### src/rtl/clkloss_pkg.sv
package clkloss_pkg;

  typedef enum logic [2:0] {
    ST_NORMAL     = 3'd0,
    ST_FALLBACK   = 3'd1,
    ST_FB_LATCHED = 3'd2,
    ST_STOP       = 3'd3,
    ST_RECOVER    = 3'd4,
    ST_HALT       = 3'd5
  } sup_state_e;

  localparam logic [1:0] SEL_PLL  = 2'b00;
  localparam logic [1:0] SEL_FBK  = 2'b01;
  localparam logic [1:0] SEL_NONE = 2'b10;

  function automatic logic [1:0] sel_for(sup_state_e s);
    case (s)
      ST_FALLBACK, ST_FB_LATCHED: sel_for = SEL_FBK;
      ST_HALT, ST_RECOVER:        sel_for = SEL_NONE;
      default:                    sel_for = SEL_PLL;
    endcase
  endfunction

endpackage

### src/rtl/clkloss_qual.sv
module clkloss_qual #(
  parameter int LIMIT = 8
) (
  input  logic clk,
  input  logic rst,
  input  logic tick,
  output logic lost
);
  localparam int CW = $clog2(LIMIT + 1);
  localparam logic [CW-1:0] TOP = CW'(LIMIT);

  logic [CW-1:0] cnt_q;

  // Starts saturated so a clock must show an edge before it counts as healthy.
  always_ff @(posedge clk) begin
    if (rst)              cnt_q <= TOP;
    else if (tick)        cnt_q <= '0;
    else if (cnt_q != TOP) cnt_q <= cnt_q + 1'b1;
  end

  assign lost = (cnt_q == TOP);
endmodule

### src/rtl/clkloss_fsm.sv
module clkloss_fsm
  import clkloss_pkg::*;
(
  input  logic       clk,
  input  logic       rst,
  input  logic       ref_lost,
  input  logic       fb_lost,
  input  logic       lock_ok,
  input  logic       osc_ok,
  input  logic       stop_req,
  input  logic       fallback_en,
  input  logic       loss_rst_en,
  output sup_state_e state_q,
  output logic       booting,
  output logic [1:0] clk_sel,
  output logic       halt,
  output logic       rst_req
);
  sup_state_e state_d, wake_st;
  logic boot_q, boot_d, pulse;
  logic [1:0] sel_q;
  logic halt_q, rst_q;
  logic pll_bad;

  assign pll_bad = fb_lost | ~lock_ok;

  always_comb begin
    if (fb_lost)                  wake_st = ST_RECOVER;
    else if (!ref_lost && lock_ok) wake_st = ST_NORMAL;
    else                          wake_st = ST_FALLBACK;
  end

  always_comb begin
    state_d = state_q;
    boot_d  = boot_q;
    pulse   = 1'b0;
    if (boot_q) begin
      if (!ref_lost && !fb_lost && lock_ok) boot_d = 1'b0;
    end else begin
      case (state_q)
        ST_NORMAL: begin
          if (ref_lost && pll_bad)
            state_d = osc_ok ? ST_FB_LATCHED : ST_HALT;
          else if (ref_lost) begin
            if (loss_rst_en) begin
              pulse   = 1'b1;
              state_d = ST_HALT;
            end else if (fallback_en) begin
              state_d = ST_FALLBACK;
            end
          end else if (stop_req) begin
            state_d = ST_STOP;
          end
        end
        ST_FALLBACK: begin
          if (!osc_ok)        state_d = ST_HALT;
          else if (!ref_lost) state_d = ST_NORMAL;
        end
        ST_FB_LATCHED: begin
          if (!osc_ok) state_d = ST_HALT;
        end
        ST_STOP: begin
          if (!stop_req) state_d = wake_st;
        end
        ST_RECOVER: state_d = wake_st;
        default:    state_d = ST_HALT;
      endcase
    end
  end

  always_ff @(posedge clk) begin
    if (rst) begin
      state_q <= ST_NORMAL;
      boot_q  <= 1'b1;
      sel_q   <= SEL_PLL;
      halt_q  <= 1'b0;
      rst_q   <= 1'b1;
    end else begin
      state_q <= state_d;
      boot_q  <= boot_d;
      sel_q   <= sel_for(state_d);
      halt_q  <= (state_d == ST_HALT) || (state_d == ST_RECOVER);
      rst_q   <= boot_d | pulse;
    end
  end

  assign booting = boot_q;
  assign clk_sel = sel_q;
  assign halt    = halt_q;
  assign rst_req = rst_q;
endmodule

### src/rtl/clkloss_flags.sv
module clkloss_flags (
  input  logic clk,
  input  logic rst,
  input  logic booting,
  input  logic in_stop,
  input  logic ref_lost,
  input  logic fb_lost,
  input  logic lock_ok,
  input  logic clr_clk_lost,
  input  logic clr_lock_lost,
  output logic clk_lost_flag,
  output logic lock_lost_flag
);
  logic clk_bad, rec_q, rec_act;
  logic pend_clk_q, pend_lock_q;
  logic set_clk, set_lock;
  logic clk_flag_q, lock_flag_q;

  assign clk_bad = ref_lost | fb_lost;
  assign rec_act = in_stop | rec_q;

  always_comb begin
    set_clk  = 1'b0;
    set_lock = 1'b0;
    if (!booting) begin
      if (rec_act) begin
        set_clk  = pend_clk_q && !clk_bad;
        set_lock = pend_lock_q && lock_ok;
      end else begin
        set_clk  = clk_bad;
        set_lock = !lock_ok;
      end
    end
  end

  // Recovery window opens at stop and closes once clocks and lock are all back.
  always_ff @(posedge clk) begin
    if (rst)                                   rec_q <= 1'b0;
    else if (in_stop)                          rec_q <= 1'b1;
    else if (rec_q && !clk_bad && lock_ok)     rec_q <= 1'b0;
  end

  always_ff @(posedge clk) begin
    if (rst || !rec_act) begin
      pend_clk_q  <= 1'b0;
      pend_lock_q <= 1'b0;
    end else begin
      if (set_clk)       pend_clk_q <= 1'b0;
      else if (clk_bad)  pend_clk_q <= 1'b1;
      if (set_lock)      pend_lock_q <= 1'b0;
      else if (!lock_ok) pend_lock_q <= 1'b1;
    end
  end

  always_ff @(posedge clk) begin
    if (rst) begin
      clk_flag_q  <= 1'b0;
      lock_flag_q <= 1'b0;
    end else begin
      if (set_clk)           clk_flag_q <= 1'b1;
      else if (clr_clk_lost) clk_flag_q <= 1'b0;
      if (set_lock)           lock_flag_q <= 1'b1;
      else if (clr_lock_lost) lock_flag_q <= 1'b0;
    end
  end

  assign clk_lost_flag  = clk_flag_q;
  assign lock_lost_flag = lock_flag_q;
endmodule

### src/rtl/clkloss_sup.sv
module clkloss_sup
  import clkloss_pkg::*;
#(
  parameter int LOSS_LIMIT = 8
) (
  input  logic       clk,
  input  logic       rst,
  input  logic       ref_tick,
  input  logic       fb_tick,
  input  logic       pll_lock,
  input  logic       osc_ok,
  input  logic       stop_req,
  input  logic       fallback_en,
  input  logic       loss_rst_en,
  input  logic       clr_clk_lost,
  input  logic       clr_lock_lost,
  output logic [1:0] clk_sel,
  output logic       halt,
  output logic       rst_req,
  output logic       clk_lost_flag,
  output logic       lock_lost_flag
);
  localparam int NUM_MON = 2;

  logic [NUM_MON-1:0] tick_v, lost_v;
  sup_state_e state_q;
  logic booting;

  assign tick_v = {fb_tick, ref_tick};

  for (genvar g = 0; g < NUM_MON; g++) begin : g_qual
    clkloss_qual #(.LIMIT(LOSS_LIMIT)) u_qual (
      .clk  (clk),
      .rst  (rst),
      .tick (tick_v[g]),
      .lost (lost_v[g])
    );
  end

  clkloss_fsm u_fsm (
    .clk         (clk),
    .rst         (rst),
    .ref_lost    (lost_v[0]),
    .fb_lost     (lost_v[1]),
    .lock_ok     (pll_lock),
    .osc_ok      (osc_ok),
    .stop_req    (stop_req),
    .fallback_en (fallback_en),
    .loss_rst_en (loss_rst_en),
    .state_q     (state_q),
    .booting     (booting),
    .clk_sel     (clk_sel),
    .halt        (halt),
    .rst_req     (rst_req)
  );

  clkloss_flags u_flags (
    .clk            (clk),
    .rst            (rst),
    .booting        (booting),
    .in_stop        (state_q == ST_STOP),
    .ref_lost       (lost_v[0]),
    .fb_lost        (lost_v[1]),
    .lock_ok        (pll_lock),
    .clr_clk_lost   (clr_clk_lost),
    .clr_lock_lost  (clr_lock_lost),
    .clk_lost_flag  (clk_lost_flag),
    .lock_lost_flag (lock_lost_flag)
  );
endmodule

### config.mk
export PLATFORM = sky130hd
export DESIGN_NAME = clkloss_sup
export DESIGN_NICKNAME = d
export VERILOG_FILES = /design/src/rtl/clkloss_pkg.sv /design/src/rtl/clkloss_qual.sv /design/src/rtl/clkloss_fsm.sv /design/src/rtl/clkloss_flags.sv /design/src/rtl/clkloss_sup.sv
export SDC_FILE = /design/constraint.sdc
export NUM_CORES = 1
export LEC_CHECK = 0
export ABC_AREA = 1
export ABC_CLOCK_PERIOD_IN_PS = 1900
export BUFFER_PORTS_ARGS = -buffer_cell sky130_fd_sc_hd__buf_2
export CAP_MARGIN = 30
export CELL_PAD_IN_SITES_DETAIL_PLACEMENT = 0
export CELL_PAD_IN_SITES_GLOBAL_PLACEMENT = 2
export CORE_AREA = 2 2 65 67
export DETAILED_ROUTE_END_ITERATION = 10
export DIE_AREA = 0 0 67 69
export PLACE_DENSITY_LB_ADDON = 0.08
export SYNTH_ARGS = -nofsm -noshare
export SYNTH_HDL_FRONTEND = slang
export SYNTH_SLANG_ARGS = --single-unit
### constraint.sdc
create_clock -name clk -period 1.9 [get_ports clk]
set_input_delay 0.38 -clock clk [delete_from_list [all_inputs] [get_ports clk]]
set_output_delay 0.38 -clock clk [all_outputs]
set_load 0.01 [all_outputs]
==> results.ini, run 1 <==
[status]
status=finished clean

[clocking]
cts_tree=built
holdBufCountCts=0
cts_max_level=1
cts_resized=0
clock-sinks=20
cts_buffers=3
postCtsSetupBuffers=0
clk_latency_ps=250
clockBufferDepth=2
cts_root_buffer=clkbuf_8
clkTransAtPathRegs_ps=80

[route]
via_per_inst=4.42
vias=1013
first_iter_violations=20
ant_nets=0
wirelength_um=2450
drt-wirelength-per-cell_um=10.7
drc=0
dr.pass1.iters=4

[power_and_ir_drop]
power.switching_uw=315
p_per_area_mw_per_mm2=833
seqPwrFrac_pct=41.3
p_int_uw=817
leakagePower_uw=0.000660
share_clk_of_total_power_pct=37.1
pwr-share-comb_pct=21.6
power_uw=1130
switching_share_pct=27.8
ir_drop_v=0.000214

[floorplanning]
io_pins=17
initial_core_util_pct=29.5
die_y_um=69
dieArea_sq_mm=0.00462
die_x_um=67
placementRows=23
core_sq_mm=0.00391

[synthesis]
syn_nets=176
ys_seq_elements=20
yosysUniqueCellTypes=28
yosys_warnings=0
synth_area_sq_mm=0.00116
avgSynthCellArea_sq_um=7.18
yosys.area.top_type=dfxtp_1
netlist.area_leader.share_pct=34.6
synth_cells=161
ys_seq_area_share_pct=34.6
synth_area_leaders=dfxtp_1 35%, nand2_1 9.4%, inv_1 8.4%, nand3_2 6.1%, nor2_1 4.9%

[final_layout]
drive_above_1_share_pct=24.6
fin_util_pct=34.7
layout.cells.non_filler=229
diodes=0
nets=195
seqCellArea_sq_um=400
mostFrequentLayoutCell=nand2_1
fillers=457
areaGrowthSynthToFinish_pct=17.5
multi_input_area_sq_um=624
mostFrequentLayoutCells=29 x nand2_1, 26 x inv_1, 20 x dfxtp_1, 16 x buf_2, 15 x nor2_1

[placed_design]
dp_hpwl_um=1970
io_buffers=16
dp_slack_ps=159
gp_congestion=0.797
dpl.cell_count=223

[flow_run]
drv_cap=0

[worst_setup_path]
crit_start=g_qual[0].u_qual.cnt_q[0]
timing.rr.start=g_qual[0].u_qual.cnt_q[0]
cp.required_ps=2050
endpoint_kind=flop
crit_path_start_kind=flop
critPathCapture=u_fsm.clk_sel[0]
r2r-end=u_fsm.clk_sel[0]
reg2regPathDepth=13
cp_max_fo=11
rrSetupSlack_ps=180
arrival_ps=1880
critPathKind=flop to flop

[grt]
grt_max_degree=14
grt_overflow=0
grt_pass1_vias=969
grt_pass1_wl_um=4160
grt_use_total_pct=11.5
antenna_found_initial=0

[timing]
finalSetupViolations=0
fin_skew_ps=5.92
relSlewSlack_pct=79.7
worst_slack_ps=175
period_minus_slack_ps=1720
finalCritPeriodShare_pct=90.8
hold_viol_final=0
finalMaxSlewViolations=0
tns_ps=0
worst_pin_slew_ps=304
rsz0062_at_grt=no
fmax_mhz=580

[min_path]
hold_path_class=primary input to flop
hold_start=fb_tick
hold_path_depth=2

## final cells by class
class | instances | area share (%)
Inverter | 28 | 7.73
Timing Repair Buffer | 18 | 7.00
Multi-Input combinational cell | 109 | 45.9
Clock inverter | 1 | 2.21
Clock buffer | 3 | 3.04
Sequential cell | 20 | 29.5
Tap cell | 50 | 4.60
## Yosys cell counts
master / instances
buf_4: 1
inv_2: 2
a21boi_2: 1
ha_1: 4
nor2_4: 1
nor2_2: 3
nand2_2: 6
nand2_1: 29
nor2_1: 15
a311oi_1: 1
o21ai_0: 5
a211oi_1: 2
clkbuf_1: 2
nor3_1: 2
xor2_1: 2
dfxtp_1: 20
buf_6: 1
o21ai_1: 5
or2_1: 1
nand3_2: 7
a21oi_1: 9
nand4_1: 1
xnor2_1: 2
inv_1: 26
o211ai_1: 4
o21ai_2: 1
nor3_2: 1
nand3_1: 7
## power by group through the flow
stage | combinational [uW] | clock [uW] | sequential (uW)
after floorplan | 185 | 0 | 475
after global placement | 240 | 0 | 478
after detailed placement | 237 | 0 | 478
after CTS | 238 | 436 | 468
after global routing | 281 | 450 | 472
final | 245 | 419 | 468
## routing by layer
metal | wire length, um | global-route usage, % | part of all wire (%)
met2 | 1090 | 18.2 | 44
met5 | 0 | 0 | 0
met4 | 22 | 4.31 | 0.90
met1 | 1210 | 14.4 | 49
met3 | 129 | 3.43 | 5.3
## kinds of logic after synthesis
| family | after synthesis | synth area share (%) |
|---|---|---|
| buffers and inverters | 32 | 11.4 |
| and+or+nand+nor | 73 | 32.0 |
| AOI/OAI and AO/OA | 28 | 14.6 |
| DFF | 20 | 34.6 |
| xor gates and xnor gates | 4 | 3.03 |
| adders and majority gates | 4 | 4.33 |
## worst max-delay path: stages, from the launching register on
cell and delay, ps:
dfxtp_1 350, inv_1 70, ha_1 190, nand2_2 80, nor2_4 240, nand2_1 160
nand2_1 110, nand3_2 70, nand2_2 80, nand2_2 50, nand2_2 70, nand3_1 60
nand2_1 70, nor2_2 30
## stage by stage
step / instance area, sq um / hold WS (ps)
final: 1360 / 322
after global routing: 1360 / 332
after CTS: 1340 / 316
after detailed placement: 1270 / 460
after global placement: 1270 / 449
after floorplan: 1160 / 459
## worst min-delay path by stage
stage	end
detailed placement	u_flags.lock_lost_flag
floorplan	g_qual[0].u_qual.cnt_q[0]
global placement	u_flags.clk_lost_flag
global route	g_qual[1].u_qual.cnt_q[3]
finish	g_qual[1].u_qual.cnt_q[3]
CTS	g_qual[1].u_qual.cnt_q[3]
## sequential cells by signal (all words and copies together) (netlist names)
name                    count
u_flags.pend_clk_q          1
u_flags.lock_lost_flag      1
u_flags.pend_lock_q         1
u_flags.rec_q               1
u_flags.clk_lost_flag       1
u_fsm.state_q               3
u_fsm.clk_sel               1
u_fsm.booting               1
u_fsm.halt                  1
u_fsm.rst_req               1
g_qual.u_qual.cnt_q         8
Note: power is estimated with default switching activity, not from simulation.
==> inputs of run 2 (changes only) <==
--- a/config.mk
+++ b/config.mk
@@ -5,15 +5,14 @@
 export SDC_FILE = /design/constraint.sdc
 export NUM_CORES = 1
 export LEC_CHECK = 0
-export ABC_AREA = 1
 export ABC_CLOCK_PERIOD_IN_PS = 1900
 export BUFFER_PORTS_ARGS = -buffer_cell sky130_fd_sc_hd__buf_2
 export CAP_MARGIN = 30
 export CELL_PAD_IN_SITES_DETAIL_PLACEMENT = 0
 export CELL_PAD_IN_SITES_GLOBAL_PLACEMENT = 2
-export CORE_AREA = 2 2 65 67
+export CORE_AREA = 2 2 62 64
 export DETAILED_ROUTE_END_ITERATION = 10
-export DIE_AREA = 0 0 67 69
+export DIE_AREA = 0 0 64 66
 export PLACE_DENSITY_LB_ADDON = 0.08
 export SYNTH_ARGS = -nofsm -noshare
 export SYNTH_HDL_FRONTEND = slang
==> results.ini, run 2 <==
[status]
status=finished clean

[worst_setup_path]
worst_path_max_delay_cell=dfxtp_2
crit_path_start_kind=flop
endpoint_kind=flop
cp_cell_sequence=inv_2, ha_4, and3b_4, and2_4, a221o_1, or3b_1, mux2i_1
timing.rr.start=g_qual[0].u_qual.cnt_q[0]
cp.required_ps=2140  ; +90 ps
arrival_ps=2030  ; +150 ps
crit_buf_inv=1  ; unchanged
slowest_delay_ps=370  ; +20 ps
rrSetupSlack_ps=110  ; -70 ps
cp_max_fo=3  ; -8
reg2regPathDepth=7  ; -6
r2r-end=u_fsm.clk_sel[0]
critPathKind=flop to flop
cp_top_family=simple AND/OR/NAND/NOR gates

[timing]
fmax_mhz=559  ; -3.7%
finalCritPeriodShare_pct=94.2  ; +3.4 points
hold_viol_final=0  ; unchanged
tns_ps=0  ; unchanged
period_minus_slack_ps=1790  ; +65.4 ps
relSlewSlack_pct=69.6  ; -10 points
fin_skew_ps=3.00  ; -2.93 ps
finalMaxSlewViolations=0  ; unchanged
worst_pin_slew_ps=452  ; +148 ps
finalSetupViolations=0  ; unchanged
rsz0062_at_grt=yes

[clocking]
cts_buffers=3  ; unchanged
clock-sinks=20  ; unchanged
cts_max_level=1  ; unchanged
holdBufCountCts=0  ; unchanged
clkTransAtPathRegs_ps=120  ; +40 ps
clk_latency_ps=300  ; +50 ps
cts_root_buffer=clkbuf_4
clockBufferDepth=2  ; unchanged
cts_tree=built

[min_path]
hold_path_class=primary input to flop
whs_endpoint=g_qual[0].u_qual.cnt_q[0]
hold_start=ref_tick
hold_path_depth=2  ; unchanged

[floorplanning]
initial_core_util_pct=32.7  ; +3.1 points
die_y_um=66  ; -4.3%
core_sq_mm=0.00355  ; -9.3%
die_x_um=64  ; -4.5%
dieArea_sq_mm=0.00422  ; -8.6%
io_pins=17  ; unchanged
placementRows=22  ; -4.3%

[synthesis]
netlist.area_leader.share_pct=34.5  ; -0.11 points
syn_nets=145  ; -18%
synth_common_cells=20 x dfxtp_1, 12 x nor2_1, 7 x inv_1
synth_cells=130  ; -19%
synth_edf_count=0  ; unchanged
avgSynthCellArea_sq_um=8.92  ; +24%
synth_most_common_cell=dfxtp_1
yosys.area.top_type=dfxtp_1
yosys_warnings=0  ; unchanged
synth_ff_type=dfxtp_1
synth_area_sq_mm=0.00116  ; +0.32%
async_flop_share_pct=0  ; unchanged
ys_seq_elements=20  ; unchanged
synth_area_leaders=dfxtp_1 35%, ha_1 4.3%, nor2_1 3.9%, xnor2_1 3.8%, mux2i_1 2.6%
yosysUniqueCellTypes=47  ; +68%
ys_seq_area_share_pct=34.5  ; -0.11 points

[route]
drt-wirelength-per-cell_um=13.5  ; +27%
first_iter_violations=38  ; +90%
vias=1023  ; +0.99%
dr.pass1.iters=4  ; unchanged
ant_nets=0  ; unchanged
drc=0  ; unchanged
via_per_inst=5.09  ; +15%
wirelength_um=2720  ; +11%

[grt]
antenna_found_initial=0  ; unchanged
grt_pass1_vias=981  ; +1.2%
grt_max_degree=22  ; +8
grt_overflow=0  ; unchanged
grt_pass1_wl_um=4610  ; +11%
grt_use_total_pct=14.0  ; +2.5 points

[final_layout]
diodes=0  ; unchanged
mostFrequentLayoutCells=16 x buf_2, 14 x dfxtp_1, 12 x nor2_1, 12 x buf_4
mostFrequentLayoutCell=buf_2
largest_register=g_qual.u_qual.cnt_q
largest_register_ffs=8  ; unchanged
areaGrowthSynthToFinish_pct=21.1
largestRegisters=g_qual.u_qual.cnt_q (8), u_fsm.state_q (3)
nets=169  ; -13%
layout.cells.non_filler=201  ; -12%
drive_above_1_share_pct=34.0  ; +9.4 points
final_area_sq_mm=0.00141  ; +3.4%

[flow_run]
drv_cap=0  ; unchanged

[placed_design]
io_buffers=16  ; unchanged
dpl.cell_count=193  ; -13%
gp_congestion=0.736  ; -7.7%
dp_hpwl_um=1940  ; -1.6%
placed_area_sq_mm=0.00130  ; +2.4%

[power_and_ir_drop]
p_per_area_mw_per_mm2=636  ; -24%
leakagePower_uw=0.000574  ; -13%
ir_drop_v=0.000331  ; +55%

==> run 2: worst max-delay path by stage <==
| stage | cells past startpoint | slack [ps] | end | from |
|---|---|---|---|---|
| CTS | 7 | 2 | u_fsm.clk_sel[0] | g_qual[0].u_qual.cnt_q[0] |
| global placement | 7 | 80 | u_fsm.clk_sel[0] | g_qual[0].u_qual.cnt_q[0] |
| finish | 7 | 110 | u_fsm.clk_sel[0] | g_qual[0].u_qual.cnt_q[0] |
| global route | 7 | -10 | u_fsm.clk_sel[0] | g_qual[1].u_qual.cnt_q[0] |
| floorplan | 7 | 90 | u_fsm.clk_sel[0] | g_qual[0].u_qual.cnt_q[0] |
| detailed placement | 7 | 40 | u_fsm.clk_sel[0] | g_qual[0].u_qual.cnt_q[0] |
==> run 2: area by class of cell <==
type,count,area (sq um)
clock buffers,4,36.3
fillers,380,2150
inverters,8,30.0
multi-input cells,93,701
flip-flops and latches,20,408
well taps,48,60.1
repair buffers,28,170
==> run 2: per-stage QoR <==
stage               total power, uW  hold slack (ps)  worst slack (ps)  util [%]
floorplan                       578              445              93.4         -
global placement                635              451              84.0      36.7
detailed placement              636              456              38.7      36.7
CTS                             900              259              1.89      37.7
global route                    954              255             -14.0      39.6
finish                          894              276               110      39.6
==> run 2: cell families (layout without fill, tap and decap cells) <==
logic type	count (synthesis)	in the layout	share of synthesized area, %
and+or+nand+nor	47	47	24.6
buffers and inverters	17	40	7.55
adders and majority gates	4	4	4.32
AOI/OAI and AO/OA	31	31	20.2
muxes	4	4	3.56
xor gates and xnor gates	7	7	5.29
DFF	20	20	34.5
==> run 2: where the power goes <==
group,total [uW],switching [uW],internal [uW]
Clock,249,132,117
Sequential,458,21.2,437
Combinational,187,93.8,93.0
==> run 2: layer usage <==
| metal | track usage (%) | wire length [um] | up-vias |
|---|---|---|---|
| met4 | 4.08 | 24 | 0 |
| li1 | - | - | 514 |
| met1 | 17.5 | 1310 | 482 |
| met3 | 3.92 | 98 | 2 |
| met2 | 23.3 | 1290 | 25 |
| met5 | 0 | 0 | - |
==> run 2: worst reg2reg max path, stage by stage (launching register included) <==
cell     delay (ps)
dfxtp_2         370
inv_2            60
ha_4            150
and3b_4         180
and2_4          170
a221o_1         330
or3b_1          370
mux2i_1         120
==> run 2: timing repair <==
item / in CTS / in global routing
buffers inserted: 0 / 4
resized for setup: 0 / 14
setup endpoints to repair: 0 / 1
==> inputs of run 3 (changes only) <==
--- a/config.mk
+++ b/config.mk
@@ -10,10 +10,11 @@
 export CAP_MARGIN = 30
 export CELL_PAD_IN_SITES_DETAIL_PLACEMENT = 0
 export CELL_PAD_IN_SITES_GLOBAL_PLACEMENT = 2
-export CORE_AREA = 2 2 62 64
+export CORE_AREA = 2 2 61 63
+export CTS_BUF_LIST = sky130_fd_sc_hd__clkbuf_8
 export DETAILED_ROUTE_END_ITERATION = 10
-export DIE_AREA = 0 0 64 66
-export PLACE_DENSITY_LB_ADDON = 0.08
+export DIE_AREA = 0 0 63 65
+export PLACE_DENSITY = 0.79
 export SYNTH_ARGS = -nofsm -noshare
 export SYNTH_HDL_FRONTEND = slang
 export SYNTH_SLANG_ARGS = --single-unit
==> results.ini, run 3 (synthesized netlist as in run 2, its figures left out) <==
[final_layout]
mostFrequentLayoutCell=dfxtp_1
nets=165  ; -2.4%
drive_above_1_share_pct=27.5  ; -6.5 points
areaGrowthSynthToFinish_pct=20.1
layout.cells.non_filler=197  ; -2.0%
fin_util_pct=39.8  ; +0.27 points
largest_register_ffs=8  ; unchanged
largest_register=g_qual.u_qual.cnt_q
diodes=0  ; unchanged
largestRegisters=g_qual.u_qual.cnt_q (8), u_fsm.state_q (3)
mostFrequentLayoutCells=18 x dfxtp_1, 16 x buf_2, 12 x nor2_1, 8 x buf_4, 7 x inv_1

[floorplanning]
die_y_um=65  ; -1.5%
placementRows=22  ; unchanged
initial_core_util_pct=33.2  ; +0.51 points
io_pins=17  ; unchanged
die_x_um=63  ; -1.6%
core_sq_mm=0.00350  ; -1.6%
dieArea_sq_mm=0.00410  ; -3.1%

[worst_setup_path]
cp_max_fo=4  ; +1
timing.rr.start=g_qual[0].u_qual.cnt_q[1]
r2r-end=u_fsm.clk_sel[0]
cp.required_ps=2100  ; -40 ps
arrival_ps=1990  ; -40 ps
critPathKind=flop to flop
crit_path_start_kind=flop
reg2regPathDepth=7  ; unchanged
rrSetupSlack_ps=100  ; about the same
endpoint_kind=flop

[grt]
grt_max_degree=22  ; unchanged
grt_use_total_pct=12.6  ; -1.4 points
grt_overflow=0  ; unchanged
grt_pass1_vias=928  ; -5.4%
grt_pass1_wl_um=4100  ; -11%
antenna_found_initial=0  ; unchanged

[clocking]
postCtsSetupBuffers=0  ; unchanged
cts_buffers=3  ; unchanged
clockBufferDepth=2  ; unchanged
cts_tree=built
clkTransAtPathRegs_ps=80  ; -40 ps
cts_root_buffer=clkbuf_8
clock-sinks=20  ; unchanged
holdBufCountCts=0  ; unchanged
cts_max_level=1  ; unchanged
clk_latency_ps=260  ; -40 ps

[placed_design]
gp_congestion=0.716  ; -2.7%
dp_hpwl_um=1810  ; -6.7%
dpl.cell_count=193  ; unchanged
io_buffers=16  ; unchanged

[route]
first_iter_violations=51  ; +34%
dr.pass1.iters=4  ; unchanged
ant_nets=0  ; unchanged
drc=0  ; unchanged
drt-wirelength-per-cell_um=12.2  ; -9.6%
vias=980  ; -4.2%
via_per_inst=4.97  ; -2.3%
wirelength_um=2410  ; -11%

[timing]
relSlewSlack_pct=72.0  ; +2.4 points
finalCritPeriodShare_pct=94.7  ; +0.44 points
period_minus_slack_ps=1800  ; +8.42 ps
finalMaxSlewViolations=0  ; unchanged
fmax_mhz=556  ; -0.47%
rsz0062_at_grt=no
hold_viol_final=0  ; unchanged
tns_ps=0  ; unchanged
finalSetupViolations=0  ; unchanged
fin_skew_ps=6.85  ; +3.85 ps
worst_pin_slew_ps=417  ; -34.9 ps

[flow_run]
drv_cap=0  ; unchanged

[min_path]
hold_path_depth=2  ; unchanged
hold_start=ref_tick
whs_endpoint=g_qual[0].u_qual.cnt_q[0]
hold_path_class=primary input to flop

[power_and_ir_drop]
ir_drop_v=0.000284  ; -14%
p_per_area_mw_per_mm2=753  ; +18%
leakagePower_uw=0.000567  ; -1.3%

[status]
status=finished clean

run 3: cell count changes in the layout (fill, tap and decap cells not counted), sizes merged:
cell | before | now
buf | 28 | 24
bufinv | 0 | 1
clkbuf | 4 | 3
run 3: report_power, final:
group / switching, uW / internal, uW
Combinational: 87.5 / 83.2
Clock: 142 / 281
Sequential: 19.3 / 436
run 3: area by class of cell:
| class | instances | area [sq um] |
|---|---|---|
| Clock inverter | 1 | 30.0 |
| Clock buffer | 3 | 41.3 |
| Sequential cell | 20 | 403 |
| Inverter | 8 | 30.0 |
| Timing Repair Buffer | 24 | 140 |
| Multi-Input combinational cell | 93 | 688 |
| Fill cell | 375 | 2100 |
| Tap cell | 48 | 60.1 |
run 3: metrics by stage:
| step | instance area (sq um) | power, uW | hold WS, ps | worst slack (ps) |
|---|---|---|---|---|
| after floorplan | 1160 | 578 | 445 | 93.4 |
| after global placement | 1300 | 630 | 451 | 90.6 |
| after detailed placement | 1300 | 631 | 453 | 43.4 |
| after CTS | 1370 | 1060 | 319 | 24.0 |
| after global routing | 1390 | 1110 | 320 | 0.0171 |
| final | 1390 | 1050 | 322 | 101 |
run 3: worst max path at each step:
stage / startpoint / endpoint / slack, ps / depth (start not counted)
5_1_grt: g_qual[1].u_qual.cnt_q[0] / u_fsm.clk_sel[0] / 0.02 / 7
3_5_place_dp: g_qual[0].u_qual.cnt_q[0] / u_fsm.clk_sel[0] / 40 / 7
3_3_place_gp: g_qual[0].u_qual.cnt_q[0] / u_fsm.clk_sel[0] / 90 / 7
2_1_floorplan: g_qual[0].u_qual.cnt_q[0] / u_fsm.clk_sel[0] / 90 / 7
6_report: g_qual[0].u_qual.cnt_q[1] / u_fsm.clk_sel[0] / 100 / 7
4_1_cts: g_qual[0].u_qual.cnt_q[0] / u_fsm.clk_sel[0] / 20 / 7
run 3: critical path: stages (launching register included):
cell     delay [ps]
dfxtp_1         360
inv_1            70
ha_2            190
and3b_4         200
and2_4          170
a221o_1         300
or3b_1          350
mux2i_1         120
run 3: routing by layer:
layer	routed length, um	global-route usage [%]	vias to the layer above
li1	-	-	505
met1	1150	15.7	461
met2	1180	21.3	12
met3	56	2.26	2
met4	23	5.00	0
met5	0	0	-
run 3: what timing repair did:
item	4_1_cts	5_1_grt
resized for setup	0	5
endpoints found under the hold margin	0	0
setup endpoints to repair	0	1
